`src/rtl/ptx_pkg.sv`:
```
package ptx_pkg;
  typedef enum logic [1:0] {
    ST_IDLE  = 2'd0,
    ST_FETCH = 2'd1,
    ST_WAIT  = 2'd2,
    ST_RESP  = 2'd3
  } walk_st_e;
endpackage

```
`src/rtl/ptx_cfg_regs.sv`:
```
module ptx_cfg_regs #(
  parameter int AW        = 32,
  parameter int CW        = 12,
  parameter int ENTRY_LOG2 = 2,
  parameter int PROT_LOG2 = 7,
  parameter logic [CW-1:0] BASE_OFF = 12'h000,
  parameter logic [CW-1:0] PROT_OFF = 12'h214
) (
  input  logic          clk,
  input  logic          rst,
  input  logic          wr_en,
  input  logic [CW-1:0] wr_addr,
  input  logic [AW-1:0] wr_data,
  output logic [AW-1:0] tbl_base,
  output logic [AW-1:0] prot_base
);
  localparam logic [AW-1:0] BASE_KEEP = ~((AW'(1) << ENTRY_LOG2) - AW'(1));
  localparam logic [AW-1:0] PROT_KEEP = ~((AW'(1) << PROT_LOG2) - AW'(1));

  always_ff @(posedge clk) begin
    if (rst) begin
      tbl_base  <= '0;
      prot_base <= '0;
    end else if (wr_en) begin
      if (wr_addr == BASE_OFF) tbl_base  <= wr_data & BASE_KEEP;
      if (wr_addr == PROT_OFF) prot_base <= wr_data & PROT_KEEP;
    end
  end
endmodule

```
`src/rtl/ptx_desc_decode.sv`:
```
module ptx_desc_decode #(
  parameter int AW         = 32,
  parameter int PAGE_SHIFT = 12,
  parameter int VALID_BIT  = 1,
  parameter int NONSEC_BIT = 3,
  parameter int PROT_LOG2  = 7
) (
  input  logic [AW-1:0] desc,
  input  logic [AW-1:0] va,
  input  logic [AW-1:0] prot,
  output logic          hit,
  output logic [AW-1:0] pa,
  output logic          nonsec
);
  localparam logic [AW-1:0] PG_OFS = (AW'(1) << PAGE_SHIFT) - AW'(1);
  localparam logic [AW-1:0] PR_OFS = (AW'(1) << PROT_LOG2) - AW'(1);

  always_comb begin
    hit    = desc[VALID_BIT];
    nonsec = hit & desc[NONSEC_BIT];
    if (hit) pa = (desc & ~PG_OFS) | (va & PG_OFS);
    else     pa = (prot & ~PR_OFS) | (va & PR_OFS);
  end
endmodule

```
`src/rtl/ptx_walk_ctrl.sv`:
```
module ptx_walk_ctrl
  import ptx_pkg::*;
#(
  parameter int AW         = 32,
  parameter int PAGE_SHIFT = 12,
  parameter int ENTRY_LOG2 = 2
) (
  input  logic          clk,
  input  logic          rst,
  input  logic          req_valid,
  input  logic [AW-1:0] req_va,
  output logic          req_ready,
  input  logic [AW-1:0] tbl_base,
  output logic          mem_req,
  output logic [AW-1:0] mem_addr,
  input  logic          mem_rvalid,
  output logic [AW-1:0] va_q,
  input  logic          dec_hit,
  input  logic [AW-1:0] dec_pa,
  input  logic          dec_nonsec,
  output logic          rsp_valid,
  input  logic          rsp_ready,
  output logic [AW-1:0] rsp_pa,
  output logic          rsp_fault,
  output logic          rsp_nonsec,
  output logic          flt_pulse,
  output logic [AW-1:0] flt_va
);
  walk_st_e      st;
  logic [AW-1:0] entry_off;

  assign entry_off = (req_va >> PAGE_SHIFT) << ENTRY_LOG2;
  assign req_ready = (st == ST_IDLE);
  assign mem_req   = (st == ST_FETCH);

  always_ff @(posedge clk) begin
    if (rst) begin
      st         <= ST_IDLE;
      va_q       <= '0;
      mem_addr   <= '0;
      rsp_valid  <= 1'b0;
      rsp_pa     <= '0;
      rsp_fault  <= 1'b0;
      rsp_nonsec <= 1'b0;
      flt_pulse  <= 1'b0;
      flt_va     <= '0;
    end else begin
      flt_pulse <= 1'b0;
      case (st)
        ST_IDLE: if (req_valid) begin
          va_q     <= req_va;
          mem_addr <= tbl_base + entry_off;
          st       <= ST_FETCH;
        end
        ST_FETCH: st <= ST_WAIT;
        ST_WAIT: if (mem_rvalid) begin
          rsp_valid  <= 1'b1;
          rsp_pa     <= dec_pa;
          rsp_fault  <= ~dec_hit;
          rsp_nonsec <= dec_nonsec;
          st         <= ST_RESP;
          if (!dec_hit) begin
            flt_pulse <= 1'b1;
            flt_va    <= va_q;
          end
        end
        ST_RESP: if (rsp_ready) begin
          rsp_valid <= 1'b0;
          st        <= ST_IDLE;
        end
        default: st <= ST_IDLE;
      endcase
    end
  end
endmodule

```
`src/rtl/ptx_xlate.sv`:
```
module ptx_xlate #(
  parameter int AW         = 32,
  parameter int CW         = 12,
  parameter int PAGE_SHIFT = 12,
  parameter int ENTRY_LOG2 = 2,
  parameter int VALID_BIT  = 1,
  parameter int NONSEC_BIT = 3,
  parameter int PROT_LOG2  = 7
) (
  input  logic          clk,
  input  logic          rst,
  input  logic          cfg_we,
  input  logic [CW-1:0] cfg_addr,
  input  logic [AW-1:0] cfg_wdata,
  input  logic          req_valid,
  output logic          req_ready,
  input  logic [AW-1:0] req_va,
  output logic          mem_req,
  output logic [AW-1:0] mem_addr,
  input  logic          mem_rvalid,
  input  logic [AW-1:0] mem_rdata,
  output logic          rsp_valid,
  input  logic          rsp_ready,
  output logic [AW-1:0] rsp_pa,
  output logic          rsp_fault,
  output logic          rsp_nonsec,
  output logic          flt_pulse,
  output logic [AW-1:0] flt_va
);
  logic [AW-1:0] tbl_base, prot_base, va_q, dec_pa;
  logic          dec_hit, dec_nonsec;

  ptx_cfg_regs #(
    .AW(AW), .CW(CW), .ENTRY_LOG2(ENTRY_LOG2), .PROT_LOG2(PROT_LOG2),
    .BASE_OFF(CW'(12'h000)), .PROT_OFF(CW'(12'h214))
  ) u_regs (
    .clk(clk), .rst(rst), .wr_en(cfg_we), .wr_addr(cfg_addr),
    .wr_data(cfg_wdata), .tbl_base(tbl_base), .prot_base(prot_base)
  );

  ptx_desc_decode #(
    .AW(AW), .PAGE_SHIFT(PAGE_SHIFT), .VALID_BIT(VALID_BIT),
    .NONSEC_BIT(NONSEC_BIT), .PROT_LOG2(PROT_LOG2)
  ) u_dec (
    .desc(mem_rdata), .va(va_q), .prot(prot_base),
    .hit(dec_hit), .pa(dec_pa), .nonsec(dec_nonsec)
  );

  ptx_walk_ctrl #(
    .AW(AW), .PAGE_SHIFT(PAGE_SHIFT), .ENTRY_LOG2(ENTRY_LOG2)
  ) u_walk (
    .clk(clk), .rst(rst), .req_valid(req_valid), .req_va(req_va),
    .req_ready(req_ready), .tbl_base(tbl_base), .mem_req(mem_req),
    .mem_addr(mem_addr), .mem_rvalid(mem_rvalid), .va_q(va_q),
    .dec_hit(dec_hit), .dec_pa(dec_pa), .dec_nonsec(dec_nonsec),
    .rsp_valid(rsp_valid), .rsp_ready(rsp_ready), .rsp_pa(rsp_pa),
    .rsp_fault(rsp_fault), .rsp_nonsec(rsp_nonsec),
    .flt_pulse(flt_pulse), .flt_va(flt_va)
  );
endmodule

```
`config.mk`:
```
export PLATFORM = sky130hd
export DESIGN_NAME = ptx_xlate
export DESIGN_NICKNAME = d
export VERILOG_FILES = /design/src/rtl/ptx_pkg.sv /design/src/rtl/ptx_cfg_regs.sv /design/src/rtl/ptx_desc_decode.sv /design/src/rtl/ptx_walk_ctrl.sv /design/src/rtl/ptx_xlate.sv
export SDC_FILE = /design/constraint.sdc
export NUM_CORES = 1
export LEC_CHECK = 0
export BUFFER_PORTS_ARGS = -buffer_cell sky130_fd_sc_hd__buf_2
export CORE_ASPECT_RATIO = 1.2
export CORE_MARGIN = 1
export CORE_UTILIZATION = 48
export CTS_CLUSTER_DIAMETER = 40
export CTS_CLUSTER_SIZE = 10
export DETAILED_ROUTE_END_ITERATION = 7
export PLACE_DENSITY = 0.78
export SYNTH_ARGS = -nofsm -noshare
export SYNTH_HDL_FRONTEND = slang
export SYNTH_SLANG_ARGS = --single-unit
```
`constraint.sdc`:
```
create_clock -name clk -period 2.5 [get_ports clk]
set_input_delay 0.375 -clock clk [delete_from_list [all_inputs] [get_ports clk]]
set_output_delay 0.375 -clock clk [all_outputs]
set_load 0.03 [all_outputs]
```
==> metrics.md, run 1 <==
| Metric | Value |
|---|---|
| Final setup vio count | `0` |
| TNS Setup | `0 ns` |
| Wire per inst | `15.62 µm` |
| DR top layer | `met4` |
| Sw frac | `31.41%` |
| Total number of yosys warnings | `0` |
| Die Span X | `120.8 µm` |
| Internal | `5.235 mW` |
| Core area | `0.01640 mm²` |
| First-pass GRT wire length | `33690 µm` |
| Largest area contributor in the netlist | `dfxtp_1` |
| Final Instance Area | `0.01000 mm²` |
| Switching Power | `2.397 mW` |
| Peak VDD IR | `0.4532 mV` |
| Diodes inserted | `0` |
| Antenna violations before repair | `0` |
| Crit path required time | `2.85 ns` |
| Status | `finished, final reports clean` |
| Syn Inst Count | `980` |
| Clock power frac | `35.2%` |
| Final hold violation count | `0` |
| DR vias/cell | `5.367` |
| # port buffers | `201` |
| Fin nets | `1304` |
| TritonCTS clock tree | `yes` |
| Worst EP arrival | `2.70 ns` |
| EDFF count, synth | `0` |
| Hold buffers post-CTS | `0` |
| CTS Buf Count | `17` |
| Share of the yosys chip area belonging to registers | `46.02%` |
| Metal3 WL | `1089 µm` |
| Synth unique cells | `67` |
| FMAX | `425.0 MHz` |
| Met2 routed WL | `11220 µm` |
| Clock buffer depth | `2` |
| WL final | `21690 µm` |
| Met1 WL | `8966 µm` |
| Leakage | `4.422 nW` |
| DRT Pass-1 Iters | `5` |
| Setup Skew | `0.007773 ns` |
| Synth area leaders | `dfxtp_1 46%, nand2_1 11%, a21oi_1 8.4%` |
| Placed cell area | `0.009384 mm²` |
| Site Rows | `51` |
| CTS sink count | `187` |
| Average cell area after synthesis | `8.301 µm²` |
| Synth cell count leaders | `249 x nand2_1, 187 x dfxtp_1, 136 x a21oi_1` |
| Total power draw | `7.632 mW` |
| Flop pwr share | `44.1%` |
| Vias in the first global route | `7011` |
| GRT Util Overall | `24.54%` |
| Number of synthesized register bits | `187` |
| DR vias | `7455` |
| Final period util | `94.11%` |
| Residual DRC count | `0` |
| Starting DRT DRC Count | `286` |
| Initial Util | `49.61%` |
| Pins over their slew limit | `0` |
| Hold Path Class | `in2reg` |
| Worst-path clk slew | `0.07 ns` |
| Utilization after layout | `61.00%` |
| Largest net degree at the start of global routing | `147` |
| PD cells | `763.0 mW/mm²` |
| Worst-Skew Late Latency | `0.43 ns` |
| FFs w/ async S/R, synth | `0%` |
| Top cell type's share of synthesized area | `46.02%` |
| Area grow syn2layout | `22.96%` |
| Root buffer cell | `clkbuf_16` |
| Antenna-violating nets left | `0` |
| Kind of end point of the critical path | `flop` |
| Full die area | `0.01748 mm²` |
| Crit path time final | `2.353 ns` |
| Max H-tree Level | `4` |
| Max_slew headroom | `55.69%` |
| CP Class | `reg2reg` |
| Worst slew pin tran | `0.6647 ns` |
| Crit start category | `flop` |
| Combinational power share | `20.7%` |
| Top_reg_cell synth | `dfxtp_1` |
| Die H | `144.6 µm` |
| Grt total ovfl | `0` |
| Boundary Pins | `216` |
| DP HPWL | `15500 µm` |
| Count leader, synth | `nand2_1` |
| Max-cap violations | `0` |
| Crit path max fanout | `6` |
| Share of cells above drive strength 1 | `24.55%` |
| Mapped cell area | `0.008135 mm²` |
| Placer Congestion | `0.8897` |
[critical path: stages (launching register included)]
cell	delay (ns)
dfxtp_2	0.33
ha_2	0.18
inv_1	0.05
fa_2	0.34
nand2b_4	0.17
a21oi_4	0.18
a41oi_4	0.16
o21ai_4	0.25
a21oi_2	0.10
or3_1	0.35
a31oi_1	0.17
[cells by family (layout without fill, tap and decap cells)]
logic type / Yosys count / count (layout) / synth area share (%)
AND/OR/NAND/NOR: 379 / 379 / 19.22
AO/OA/AOI/OAI: 238 / 238 / 18.27
flip-flops: 187 / 187 / 46.02
buffers and inverters: 83 / 279 / 4.475
multiplexers: 53 / 53 / 6.521
adder cells (fa/ha/maj): 25 / 25 / 3.937
XOR/XNOR: 14 / 14 / 1.507
other: 1 / 2 / 0.04610
[power groups by stage]
stage / sequential [mW] / combinational (mW) / clock [mW]
after floorplan: 3.72 / 0.769 / 0
after global placement: 3.43 / 1.55 / 0
after detailed placement: 3.43 / 1.58 / 0
after CTS: 3.37 / 1.59 / 2.72
after global routing: 3.40 / 1.72 / 2.84
final: 3.37 / 1.58 / 2.69
[flip-flops by register name (all words and copies together) (netlist names)]
signal             flops
u_walk.va_q           32
u_regs.prot_base      25
u_walk.flt_pulse       1
u_walk.rsp_valid       1
u_walk.mem_addr       30
u_walk.rsp_nonsec      1
u_regs.tbl_base       30
u_walk.flt_va         32
u_walk.rsp_pa         32
u_walk.st              2
u_walk.rsp_fault       1
[cell type report]
cell class                      instances  area [µm²]
Tap cell                              212       265.3
Multi-Input combinational cell        711        4084
Timing Repair Buffer                  232        1270
Sequential cell                       187        3745
Clock inverter                         12       136.4
Inverter                               16       60.06
Fill cell                            1483        6396
Clock buffer                           19       442.9
[stage by stage]
step | setup WS (ns) | std cells | hold WS [ns]
3_5_place_dp | -0.1560 | 1358 | 0.4416
5_1_grt | -0.005656 | 1389 | 0.1798
2_1_floorplan | 0.06111 | 981 | 0.4321
4_1_cts | 0.006711 | 1389 | 0.1721
3_3_place_gp | -0.09297 | 1358 | 0.4372
6_report | 0.1473 | 1389 | 0.1820
[layout by cell type (no fill, tap or decap), types with 3 or more instances in the layout]
cell	instances
buf_2	200
nand4_1	7
nor4_1	3
buf_4	29
nand3_1	11
nor3_1	10
a22o_1	3
a211oi_1	31
inv_1	16
and2_2	4
and3_1	3
o21ai_1	3
o21a_1	5
clkbuf_16	17
o21ai_0	18
dfxtp_1	186
o211ai_1	4
inv_6	5
xor2_1	7
a21o_1	9
a21oi_1	136
mux2i_1	53
xnor2_1	7
ha_1	23
nor2_1	75
clkinvlp_4	3
nand2_1	248
[layer usage]
layer / vias to the layer above / global-route usage, %
met5: - / 0
met4: 0 / 8.642
met3: 35 / 4.968
met2: 222 / 43.55
met1: 3474 / 29.25
li1: 3724 / -
[path summary, 6_finish.rpt]
kind                              startpoint  cells past startpoint                          endpoint  slack [ns]
max          u_regs.tbl_base[2]$_SDFFE_PP0P_                     10  u_walk.mem_addr[26]$_SDFFE_PP0P_        0.15
min                                req_va[4]                      3       u_walk.va_q[4]$_SDFFE_PP0P_        0.18
max reg2reg  u_regs.tbl_base[2]$_SDFFE_PP0P_                     10  u_walk.mem_addr[26]$_SDFFE_PP0P_        0.15
min reg2reg  u_walk.mem_addr[7]$_SDFFE_PP0P_                      2   u_walk.mem_addr[7]$_SDFFE_PP0P_        0.45
[repair_timing]
item,in CTS,in global routing
resized for setup,1,7
setup endpoints to repair,1,9
setup buffers,0,0
pin swaps,0,4
Power figures use the tool's default switching activity.
==> run 2: changes to the inputs <==
--- a/config.mk
+++ b/config.mk
@@ -5,14 +5,17 @@
 export SDC_FILE = /design/constraint.sdc
 export NUM_CORES = 1
 export LEC_CHECK = 0
+export ABC_AREA = 1
 export BUFFER_PORTS_ARGS = -buffer_cell sky130_fd_sc_hd__buf_2
 export CORE_ASPECT_RATIO = 1.2
 export CORE_MARGIN = 1
-export CORE_UTILIZATION = 48
+export CORE_UTILIZATION = 50
+export CTS_BUF_LIST = sky130_fd_sc_hd__clkbuf_2 sky130_fd_sc_hd__clkbuf_4 sky130_fd_sc_hd__clkbuf_8
 export CTS_CLUSTER_DIAMETER = 40
 export CTS_CLUSTER_SIZE = 10
 export DETAILED_ROUTE_END_ITERATION = 7
-export PLACE_DENSITY = 0.78
+export GPL_ROUTABILITY_DRIVEN = 0
+export PLACE_DENSITY = 0.8
 export SYNTH_ARGS = -nofsm -noshare
 export SYNTH_HDL_FRONTEND = slang
 export SYNTH_SLANG_ARGS = --single-unit
==> run 2 against run 1 <==
Net effect:
- wire length grew 5.2%
- flip-flop and latch count is the same
- first-iteration DRC count grew 110%
- critical path depth grew 3
- synthesized cell count grew 30%
- worst setup slack gained 0.21 ns
- global-route usage grew 0.96 points
- core utilization shrank 0.50 points
- non-clock buffer count shrank 17
- clock-buffer cell count grew 1
- largest cell class unchanged
==> metrics.md, run 2 <==
| Metric | Value |
|---|---|
| Worst EP arrival | `2.52 ns (-0.18 ns)` |
| Final hold violation count | `0 (unchanged)` |
| DR vias | `8516 (+14%)` |
| Crit start category | `flop` |
| Post CTS Setup Buffer Count | `0 (unchanged)` |
| First-pass GRT wire length | `36310 µm (+7.8%)` |
| Core area | `0.01692 mm² (+3.2%)` |
| Fin cells | `1674 (+21%)` |
| Top cell type's share of synthesized area | `43.16% (-2.9 points)` |
| WL final | `22830 µm (+5.2%)` |
| Most frequent cells in the layout | `205 x nand2_1, 201 x buf_2, 189 x inv_1, 187 x dfxtp_1, 177 x nor2_1` |
| FFs w/ async S/R, synth | `0% (unchanged)` |
| Root buffer cell | `clkbuf_8` |
| FMAX | `466.6 MHz (+9.8%)` |
| Crit path required time | `2.87 ns (+0.02 ns)` |
| CP Class | `reg2reg` |
| Mapped cell area | `0.008675 mm² (+6.6%)` |
| Leakage | `5.165 nW (+17%)` |
| Vias in the first global route | `7694 (+9.7%)` |
| Boundary Pins | `216 (unchanged)` |
| Share of the yosys chip area belonging to registers | `43.16% (-2.9 points)` |
| Worst-path clk slew | `0.10 ns (+0.03 ns)` |
| Grt total ovfl | `0 (unchanged)` |
| Kind of end point of the critical path | `flop` |
| Share of cells above drive strength 1 | `17.15% (-7.4 points)` |
| Diodes inserted | `0 (unchanged)` |
| RSZ-0062 raised after global routing | `false` |
| EDFF count, synth | `0 (unchanged)` |
| Initial Util | `51.28% (+1.7 points)` |
| Crit path max fanout | `4 (-2)` |
| Most common cell after layout, fill and taps aside | `nand2_1` |
| Syn Inst Count | `1271 (+30%)` |
| PD cells | `765.9 mW/mm² (+0.38%)` |
| Largest net degree at the start of global routing | `75 (-49%)` |
| Status | `finished, final reports clean` |
| CTS sink count | `187 (unchanged)` |
| Hold buffers post-CTS | `0 (unchanged)` |
| Largest area contributor in the netlist | `dfxtp_1` |
| Antenna violations before repair | `0 (unchanged)` |
| Fin nets | `1584 (+21%)` |
| Peak VDD IR | `0.3370 mV (-26%)` |
| Biggest registers after layout | `u_walk.flt_va: 32 flops, u_walk.rsp_pa: 32 flops, u_walk.va_q: 32 flops` |
| Site Rows | `52 (+2.0%)` |
| Full die area | `0.01788 mm² (+2.3%)` |
| Post-CTS sizing | `0 (-1)` |
| Area grow syn2layout | `17.97%` |
| Wire per inst | `13.64 µm (-13%)` |
| Max_slew headroom | `59.99% (+4.3 points)` |
| Top_reg_cell synth | `dfxtp_1` |
| Setup Skew | `0.01322 ns (+0.005443 ns)` |
| Worst-Skew Late Latency | `0.48 ns (+0.05 ns)` |
| Max-cap violations | `0 (unchanged)` |
| Placed cell area | `0.009834 mm² (+4.8%)` |
| Min setup slack post-route | `0.3567 ns (+0.2094 ns)` |
| CTS Buf Count | `17 (unchanged)` |
| Worst slew pin tran | `0.6001 ns (-0.06457 ns)` |
| Starting DRT DRC Count | `591 (+110%)` |
| Total number of yosys warnings | `0 (unchanged)` |
| Die Span X | `122.2 µm (+1.2%)` |
| Crit path time final | `2.143 ns (-0.2094 ns)` |
| Final period util | `85.73% (-8.4 points)` |
| # port buffers | `201 (unchanged)` |
| Final setup vio count | `0 (unchanged)` |
| Pins over their slew limit | `0 (unchanged)` |
| Fillers | `1614 (+8.8%)` |
| TNS Setup | `0 ns (unchanged)` |
| DP HPWL | `16840 µm (+8.7%)` |
| Number of synthesized register bits | `187 (unchanged)` |
| Average cell area after synthesis | `6.825 µm² (-18%)` |
| Worst slack, placed | `0.2095 ns (+0.3655 ns)` |
| Die H | `146.3 µm (+1.2%)` |
| DRT Pass-1 Iters | `5 (unchanged)` |
| Synth cell count leaders | `205 x nand2_1, 190 x inv_1, 187 x dfxtp_1` |
| Clock buffer depth | `2 (unchanged)` |
| Max H-tree Level | `4 (unchanged)` |
| DR vias/cell | `5.087 (-5.2%)` |
| Residual DRC count | `0 (unchanged)` |
| Synth area leaders | `dfxtp_1 43%, nand2_1 8.9%, a21oi_1 8.6%` |
| Final Instance Area | `0.01023 mm² (+2.3%)` |
| Hold Path Class | `in2reg` |
| GRT Util Overall | `25.50% (+0.96 points)` |
| Synth unique cells | `26 (-61%)` |
| Dpl cells | `1642 (+21%)` |
| Count leader, synth | `nand2_1` |
| TritonCTS clock tree | `yes` |
| Antenna-violating nets left | `0 (unchanged)` |
[run 2: final cells by class]
type	instances	area, µm²	area share (%)
well taps	216	270.3	2.641
clock buffers	20	269.0	2.629
multi-input cells	833	3968	38.77
clock inverters	12	130.1	1.272
inverters	191	716.9	7.006
flip-flops and latches	187	3744	36.58
repair buffers	215	1136	11.10
[run 2: final timing paths]
check                                    from                          endpoint  slack [ns]  depth (start not counted)
max           u_regs.tbl_base[2]$_SDFFE_PP0P_  u_walk.mem_addr[30]$_SDFFE_PP0P_        0.36                         13
min                             cfg_wdata[29]  u_regs.tbl_base[29]$_SDFFE_PP0P_        0.13                          3
max reg2reg   u_regs.tbl_base[2]$_SDFFE_PP0P_  u_walk.mem_addr[30]$_SDFFE_PP0P_        0.36                         13
min reg2reg  u_regs.prot_base[7]$_SDFFE_PP0P_  u_regs.prot_base[7]$_SDFFE_PP0P_        0.45                          2
[run 2: logic make-up after synthesis]
logic type / count (synthesis) / share of synthesized area, %
adders and majority gates: 25 / 3.693
other: 1 / 0.04323
xor gates and xnor gates: 11 / 1.111
buffers and inverters: 252 / 11.15
and+or+nand+nor: 468 / 21.85
AOI/OAI and AO/OA: 327 / 19.00
DFF: 187 / 43.16
[run 2: worst max-delay path: stages, from the launching register on]
cell and delay [ns]:
dfxtp_1 0.34, ha_1 0.25, inv_1 0.08, fa_1 0.40, inv_1 0.14, nand3_1 0.08, nand3_1 0.15, nand3_1 0.09
nand3_1 0.14, nand2_1 0.09, nand3_1 0.08, nand3_1 0.10, nand2_1 0.07, inv_1 0.03
[run 2: metrics by stage]
stage	hold slack, ns	power [mW]	util [%]
floorplan	0.4205	5.200	-
global placement	0.4299	5.813	58.14
detailed placement	0.4351	5.861	58.14
CTS	0.1192	7.884	60.50
global route	0.1169	8.311	60.50
finish	0.1331	7.837	60.50
[run 2: routing by layer]
metal	routed length (µm)	part of all wire, %	vias to the layer above	GRT usage, %
met5	0	0	-	0
met4	771	3.4	0	11.22
met3	1082	4.7	54	4.766
met2	11070	48	258	42.44
met1	9903	43	3813	31.68
li1	-	-	4391	-
[run 2: report_power, final]
group	internal (mW)	switching [mW]
Clock	0.883	1.16
Combinational	0.668	1.57
Sequential	3.38	0.180
